--- config.mk ---
export PLATFORM = sky130hd
export DESIGN_NAME = sha1_iter_core
export DESIGN_NICKNAME = d
export VERILOG_FILES = /design/src/rtl/sha1_iter_pkg.sv /design/src/rtl/sha1_iter_wsched.sv /design/src/rtl/sha1_iter_round.sv /design/src/rtl/sha1_iter_ctrl.sv /design/src/rtl/sha1_iter_core.sv
export SDC_FILE = /design/constraint.sdc
export NUM_CORES = 2
export LEC_CHECK = 0
export ABC_AREA = 1
export BUFFER_PORTS_ARGS = -buffer_cell sky130_fd_sc_hd__buf_2
export CORE_MARGIN = 4
export CORE_UTILIZATION = 55
export CTS_CLUSTER_SIZE = 28
export DETAILED_ROUTE_END_ITERATION = 8
export HOLD_SLACK_MARGIN = 0.08
export MAX_ROUTING_LAYER = met4
export PLACE_DENSITY = 0.74
export SLEW_MARGIN = 20
export SYNTH_ARGS = -nofsm -noshare
export SYNTH_HDL_FRONTEND = slang
export SYNTH_SLANG_ARGS = --single-unit
--- constraint.sdc ---
create_clock -name clk -period 4.7 [get_ports clk]
set_input_delay 0.94 -clock clk [delete_from_list [all_inputs] [get_ports clk]]
set_output_delay 0.94 -clock clk [all_outputs]
set_load 0.01 [all_outputs]
--- src/rtl/sha1_iter_pkg.sv ---
package sha1_iter_pkg;
  localparam int WORD_W      = 32;
  localparam int BLOCK_WORDS = 16;
  localparam int STATE_WORDS = 5;
  localparam int ROUNDS      = 80;
  localparam int RND_W       = $clog2(ROUNDS);
  localparam int BLOCK_W     = WORD_W * BLOCK_WORDS;
  localparam int DIGEST_W    = WORD_W * STATE_WORDS;

  typedef logic [WORD_W-1:0] word_t;
  // index STATE_WORDS-1 is word a (top bits), index 0 is word e
  typedef logic [STATE_WORDS-1:0][WORD_W-1:0] wvec_t;
  typedef logic [RND_W-1:0] rnd_t;

  function automatic word_t rotl(input word_t x, input int unsigned n);
    return (x << n) | (x >> (WORD_W - n));
  endfunction

  function automatic wvec_t start_value();
    wvec_t v;
    v[4] = 32'h67452301;
    v[3] = 32'hEFCDAB89;
    v[2] = 32'h98BADCFE;
    v[1] = 32'h10325476;
    v[0] = 32'hC3D2E1F0;
    return v;
  endfunction

  function automatic word_t round_const(input rnd_t t);
    if (t < rnd_t'(20))      return 32'h5A827999;
    else if (t < rnd_t'(40)) return 32'h6ED9EBA1;
    else if (t < rnd_t'(60)) return 32'h8F1BBCDC;
    else                     return 32'hCA62C1D6;
  endfunction

  function automatic word_t round_mix(input rnd_t t, input word_t b,
                                      input word_t c, input word_t d);
    if (t < rnd_t'(20))                        return (b & c) | (~b & d);
    else if (t >= rnd_t'(40) && t < rnd_t'(60)) return (b & c) | (b & d) | (c & d);
    else                                       return b ^ c ^ d;
  endfunction
endpackage

--- src/rtl/sha1_iter_wsched.sv ---
module sha1_iter_wsched
  import sha1_iter_pkg::*;
(
  input  logic               clk,
  input  logic               rst_n,
  input  logic               load,
  input  logic               shift,
  input  logic [BLOCK_W-1:0] block,
  output word_t              w_cur
);
  // win[i] holds W[t+i] while round t executes
  word_t win [BLOCK_WORDS];
  word_t w_new;

  assign w_new = rotl(win[13] ^ win[8] ^ win[2] ^ win[0], 1);
  assign w_cur = win[0];

  for (genvar i = 0; i < BLOCK_WORDS; i++) begin : g_win
    always_ff @(posedge clk or negedge rst_n) begin
      if (!rst_n) begin
        win[i] <= '0;
      end else if (load) begin
        win[i] <= block[BLOCK_W-1-i*WORD_W -: WORD_W];
      end else if (shift) begin
        if (i == BLOCK_WORDS-1) win[i] <= w_new;
        else                    win[i] <= win[(i+1) % BLOCK_WORDS];
      end
    end
  end
endmodule

--- src/rtl/sha1_iter_round.sv ---
module sha1_iter_round
  import sha1_iter_pkg::*;
(
  input  wvec_t vin,
  input  word_t w,
  input  rnd_t  t,
  output wvec_t vout
);
  word_t tmp;

  assign tmp = rotl(vin[4], 5) + round_mix(t, vin[3], vin[2], vin[1])
             + vin[0] + round_const(t) + w;

  always_comb begin
    vout[4] = tmp;
    vout[3] = vin[4];
    vout[2] = rotl(vin[3], 30);
    vout[1] = vin[2];
    vout[0] = vin[1];
  end
endmodule

--- src/rtl/sha1_iter_ctrl.sv ---
module sha1_iter_ctrl
  import sha1_iter_pkg::*;
(
  input  logic clk,
  input  logic rst_n,
  input  logic init,
  input  logic next,
  output logic ready,
  output logic accept,
  output logic use_iv,
  output logic seed,
  output logic step,
  output logic finish,
  output rnd_t rnd
);
  typedef enum logic [1:0] {S_IDLE, S_SEED, S_ROUND, S_FINAL} st_t;
  st_t  st_q;
  rnd_t rnd_q;
  logic iv_q;

  assign ready  = (st_q == S_IDLE);
  assign accept = ready && (init || next);
  assign seed   = (st_q == S_SEED);
  assign step   = (st_q == S_ROUND);
  assign finish = (st_q == S_FINAL);
  assign use_iv = iv_q;
  assign rnd    = rnd_q;

  always_ff @(posedge clk or negedge rst_n) begin
    if (!rst_n) begin
      st_q  <= S_IDLE;
      rnd_q <= '0;
      iv_q  <= 1'b0;
    end else begin
      unique case (st_q)
        S_IDLE: if (accept) begin
          st_q <= S_SEED;
          iv_q <= init;
        end
        S_SEED: begin
          st_q  <= S_ROUND;
          rnd_q <= '0;
        end
        S_ROUND: begin
          if (rnd_q == rnd_t'(ROUNDS-1)) st_q <= S_FINAL;
          else                            rnd_q <= rnd_q + rnd_t'(1);
        end
        S_FINAL: st_q <= S_IDLE;
        default: st_q <= S_IDLE;
      endcase
    end
  end
endmodule

--- src/rtl/sha1_iter_core.sv ---
module sha1_iter_core
  import sha1_iter_pkg::*;
(
  input  logic                clk,
  input  logic                rst_n,
  input  logic                init,
  input  logic                next,
  input  logic [BLOCK_W-1:0]  block,
  output logic                ready,
  output logic                digest_valid,
  output logic [DIGEST_W-1:0] digest
);
  logic  accept, use_iv, seed, step, finish;
  rnd_t  rnd;
  word_t w_cur;
  wvec_t vars_q, base_q, dig_q, vars_next, start_v;
  logic  valid_q;

  sha1_iter_ctrl u_ctrl (
    .clk(clk), .rst_n(rst_n), .init(init), .next(next),
    .ready(ready), .accept(accept), .use_iv(use_iv), .seed(seed),
    .step(step), .finish(finish), .rnd(rnd)
  );

  sha1_iter_wsched u_wsched (
    .clk(clk), .rst_n(rst_n), .load(accept), .shift(step),
    .block(block), .w_cur(w_cur)
  );

  sha1_iter_round u_round (
    .vin(vars_q), .w(w_cur), .t(rnd), .vout(vars_next)
  );

  assign start_v = use_iv ? start_value() : dig_q;

  always_ff @(posedge clk or negedge rst_n) begin
    if (!rst_n) begin
      vars_q <= '0;
      base_q <= '0;
    end else if (seed) begin
      vars_q <= start_v;
      base_q <= start_v;
    end else if (step) begin
      vars_q <= vars_next;
    end
  end

  for (genvar i = 0; i < STATE_WORDS; i++) begin : g_ff
    always_ff @(posedge clk or negedge rst_n) begin
      if (!rst_n)      dig_q[i] <= '0;
      else if (finish) dig_q[i] <= base_q[i] + vars_q[i];
    end
  end

  always_ff @(posedge clk or negedge rst_n) begin
    if (!rst_n)      valid_q <= 1'b0;
    else if (accept) valid_q <= 1'b0;
    else if (finish) valid_q <= 1'b1;
  end

  assign digest       = dig_q;
  assign digest_valid = valid_q;
endmodule

==> flow_metrics.env <==
export IMPL_avgRoutedWirePerCell_um=26.1
export IMPL_antenna_left=0
export IMPL_gp_congestion=1.06
export IMPL_fin_crit_sh_pct=98.1
export IMPL_r2r_end="vars_q[155]"
export IMPL_path_clk_slew_ns=0.07
export IMPL_nets=9222
export IMPL_clk_path_buf_depth=3
export IMPL_ir_drop_v=0.000364
export IMPL_start_util_pct=55.6
export IMPL_hold_viol=0
export IMPL_antenna_found_initial=56
export IMPL_avgSynthCellArea_um2=7.79
export IMPL_drc_errors=0
export IMPL_synth_commonest_cells="o21ai_0, nand2_1, inv_1, dfrtp_1, a21oi_1"
export IMPL_cp_required_ns=5.36
export IMPL_worst_pin_slew_ns=1.28
export IMPL_cts_buffers=108
export IMPL_syn_to_final_growth_pct=19.1
export IMPL_whs_ns=0.286
export IMPL_r2r_start="u_ctrl.rnd[4]"
export IMPL_post_route_min_period_ns=4.61
export IMPL_crit_top_cell="nand2_2"
export IMPL_htreeDepth=3
export IMPL_yosysMostFrequentCell="o21ai_0"
export IMPL_die_area_um2=114000
export IMPL_crit_path_max_incr_delay_ns=0.63
export IMPL_placed_cells=9666
export IMPL_fp_dieW_um=337
export IMPL_crit_type="reg -> reg"
export IMPL_globalRouteOverflowTotal=0
export IMPL_power_density_nw_per_um2=261
export IMPL_start_kind="register"
export IMPL_critPathCapture="vars_q[155]"
export IMPL_drtIter0Drc=7983
export IMPL_portBuffers=677
export IMPL_max_cap_violations=0
export IMPL_layout_drive_gt1_share_pct=17.1
export IMPL_coreArea_um2=107000
export IMPL_worstPathMaxFanout=6
export IMPL_clock_sinks=1003
export IMPL_synthCells=7654
export IMPL_finalNonFillerCells=9942
export IMPL_io_pins=678
export IMPL_grt_pass1_wl_um=369000
export IMPL_fin_tns_setup_ns=0
export IMPL_yosysWarnings=0
export IMPL_cp_cell_sequence="nand2_2, nand4_1, buf_4, clkbuf_16, o21ai_2, fa_1, inv_1, fa_1, fa_1, ha_4, nand2_1, nand2_2, nand2_1, nand2_2, nand3b_1, nand2_2, nand3_2, nand2_1, nand3_2, a21oi_2"
export IMPL_skew_ns=0.0594
export IMPL_avgViaCountPerCell=6.07
export IMPL_ys_flop_type="dfrtp_1"
export IMPL_worst_path_max_delay_cell="fa_1"
export IMPL_crit_buf_inv=3
export IMPL_synth_edff_count=0
export IMPL_yosysUniqueCellTypes=54
export IMPL_synth_area_leaders="dfrtp_1, o21ai_0, nand2_1, inv_1, fa_1"
export IMPL_startpoint="u_ctrl.rnd[4]"
export IMPL_leakage_nw=36.5
export IMPL_fmax_mhz=217
export IMPL_rows=120
export IMPL_worstHoldPathType="in -> async"
export IMPL_grt_usage_pct=45.5
export IMPL_synth_async_reset_ratio_pct=100
export IMPL_ys_seq_elements=1003
export IMPL_clock_root_buffer="clkbuf_16"
export IMPL_synth_net_count=8493
export IMPL_finalMaxSlewViolations=0
export IMPL_wirelength_um=260000
export IMPL_grt_pass1_vias=56779
export IMPL_synth_top_area_cell="dfrtp_1"
export IMPL_synth_top_area_share_pct=42.1
export IMPL_finalSetupViolCount=0
export IMPL_cts_tree="built"
export IMPL_rsz0062_at_grt="yes"
export IMPL_worst_r2r_setup_slack_ns=0.09
export IMPL_hpwl_um=199000
export IMPL_critPathCaptureType="register"
export IMPL_synth_area_um2=59600
export IMPL_crit_cells=20
export IMPL_critPathTopFamily="adder cells"
export IMPL_r2r_cells=20
export IMPL_insertion_delay_ns=0.76
export IMPL_crit_arrival_ns=5.27
export IMPL_vias=60339
export IMPL_synth_seq_area_share_pct=42.1
export IMPL_dr_pass1_iters=8
export IMPL_grt_max_degree=164
export IMPL_die_h_um=337
export IMPL_max_slew_margin_pct=14.0
export IMPL_status="finished clean"
==> worst reg2reg max path, stage by stage, from the launching register on <==
cell and delay [ns]:
dfrtp_2 0.46, nand2_2 0.09, nand4_1 0.23, buf_4 0.24, clkbuf_16 0.16, o21ai_2 0.30
fa_1 0.48, inv_1 0.09, fa_1 0.45, fa_1 0.63, ha_4 0.24, nand2_1 0.08
nand2_2 0.07, nand2_1 0.07, nand2_2 0.07, nand3b_1 0.31, nand2_2 0.20, nand3_2 0.07
nand2_1 0.08, nand3_2 0.08, a21oi_2 0.14
==> layer usage <==
layer  GRT usage, %  vias up  routed length, um  part of all wire, %
li1               -    26767                  -                    -
met5              -        -                  0                    0
met4           29.8        0              21000                  8.1
met1           56.6    29036              96700                   37
met3           9.92      873              27400                   11
met2           67.2     3663             114000                   44
==> layout make-up <==
cell class / count / area [um^2]
diodes: 64 / 160
repair buffers: 993 / 6200
multi-input cells: 5158 / 29600
inverters: 1117 / 4240
flip-flops and latches: 1003 / 25100
repair inverters: 2 / 15.0
clock buffers: 138 / 2990
fillers: 9244 / 36300
well taps: 1403 / 1760
clock inverters: 64 / 928
==> where the power goes <==
group          leakage, nW  internal [W]  total [W]  switching (W)
Combinational         22.3      0.000173   0.000472       0.000298
Clock                 1.91       0.00548    0.00947        0.00399
Sequential            12.3       0.00863    0.00863              0
Total                 36.5        0.0143     0.0186        0.00429
==> stage by stage <==
| stage | power [W] | worst slack (ns) | utilization (%) | area (um^2) |
|---|---|---|---|---|
| 2_1_floorplan | 0.00880 | 0.500 | - | 59600 |
| 3_3_place_gp | 0.00926 | -0.0638 | 61.5 | 66000 |
| 3_5_place_dp | 0.00926 | -0.127 | 61.5 | 66000 |
| 4_1_cts | 0.0186 | 0.00112 | 65.1 | 69900 |
| 5_1_grt | 0.0190 | -0.0657 | 66.1 | 71000 |
| 6_report | 0.0186 | 0.0898 | 66.2 | 71000 |
==> logic make-up after synthesis <==
kind of cell	after synthesis	share of synthesized area [%]
simple gates	2157	15.4
xor+xnor	154	2.26
flops	1003	42.1
compound gates	2524	22.4
fa+ha+maj	323	8.35
buf+inv	1493	9.59
==> registers in the layout, summed over array words and instances, names as in the netlist <==
register and count:
u_wsched.win 480, base_q 160, digest 160, vars_q 160
u_wsched.w_cur 32, u_ctrl.rnd 7, u_ctrl.st_q 2, digest_valid 1
u_ctrl.use_iv 1
==> layout by cell type (no fill, tap or decap), types with 15 or more instances in the layout <==
master	n
o21ai_0	1760
nand2_1	1241
inv_1	1086
dfrtp_1	1000
buf_2	676
a21oi_1	404
nor2_1	359
buf_4	276
nand3_1	249
ha_1	171
xnor2_1	126
fa_1	124
clkbuf_16	111
o21ai_1	80
nand4_1	66
diode_2	64
nand3b_1	51
nand2_2	48
o211ai_1	42
a22oi_1	42
a221oi_1	38
xor2_1	28
clkinv_2	28
buf_12	28
nor3_1	27
o21bai_1	26
inv_2	25
a21oi_2	24
ha_4	21
o21ai_2	20
a31oi_1	20
a21o_1	19
or2_2	18
nor2_2	17
bufinv_16	17
nor3_2	16
clkbuf_8	15
==> how the worst min path moves through the flow <==
stage | from | to | slack, ns | depth (start not counted)
floorplan | base_q[130] | base_q[130] | 0.46 | 2
global placement | base_q[53] | base_q[53] | 0.47 | 2
detailed placement | base_q[66] | base_q[66] | 0.47 | 2
CTS | rst_n | digest[158] | 0.28 | 1
global route | rst_n | digest[158] | 0.31 | 1
finish | rst_n | digest[158] | 0.29 | 1
==> what timing repair did <==
action,4_1_cts,5_1_grt
pin swaps,0,45
gates resized for setup,7,209
buffers inserted,0,8
endpoints found under the setup margin,19,28
hold buffers,0,0
gates cloned,0,4
Note: power is estimated with default switching activity, not from simulation.
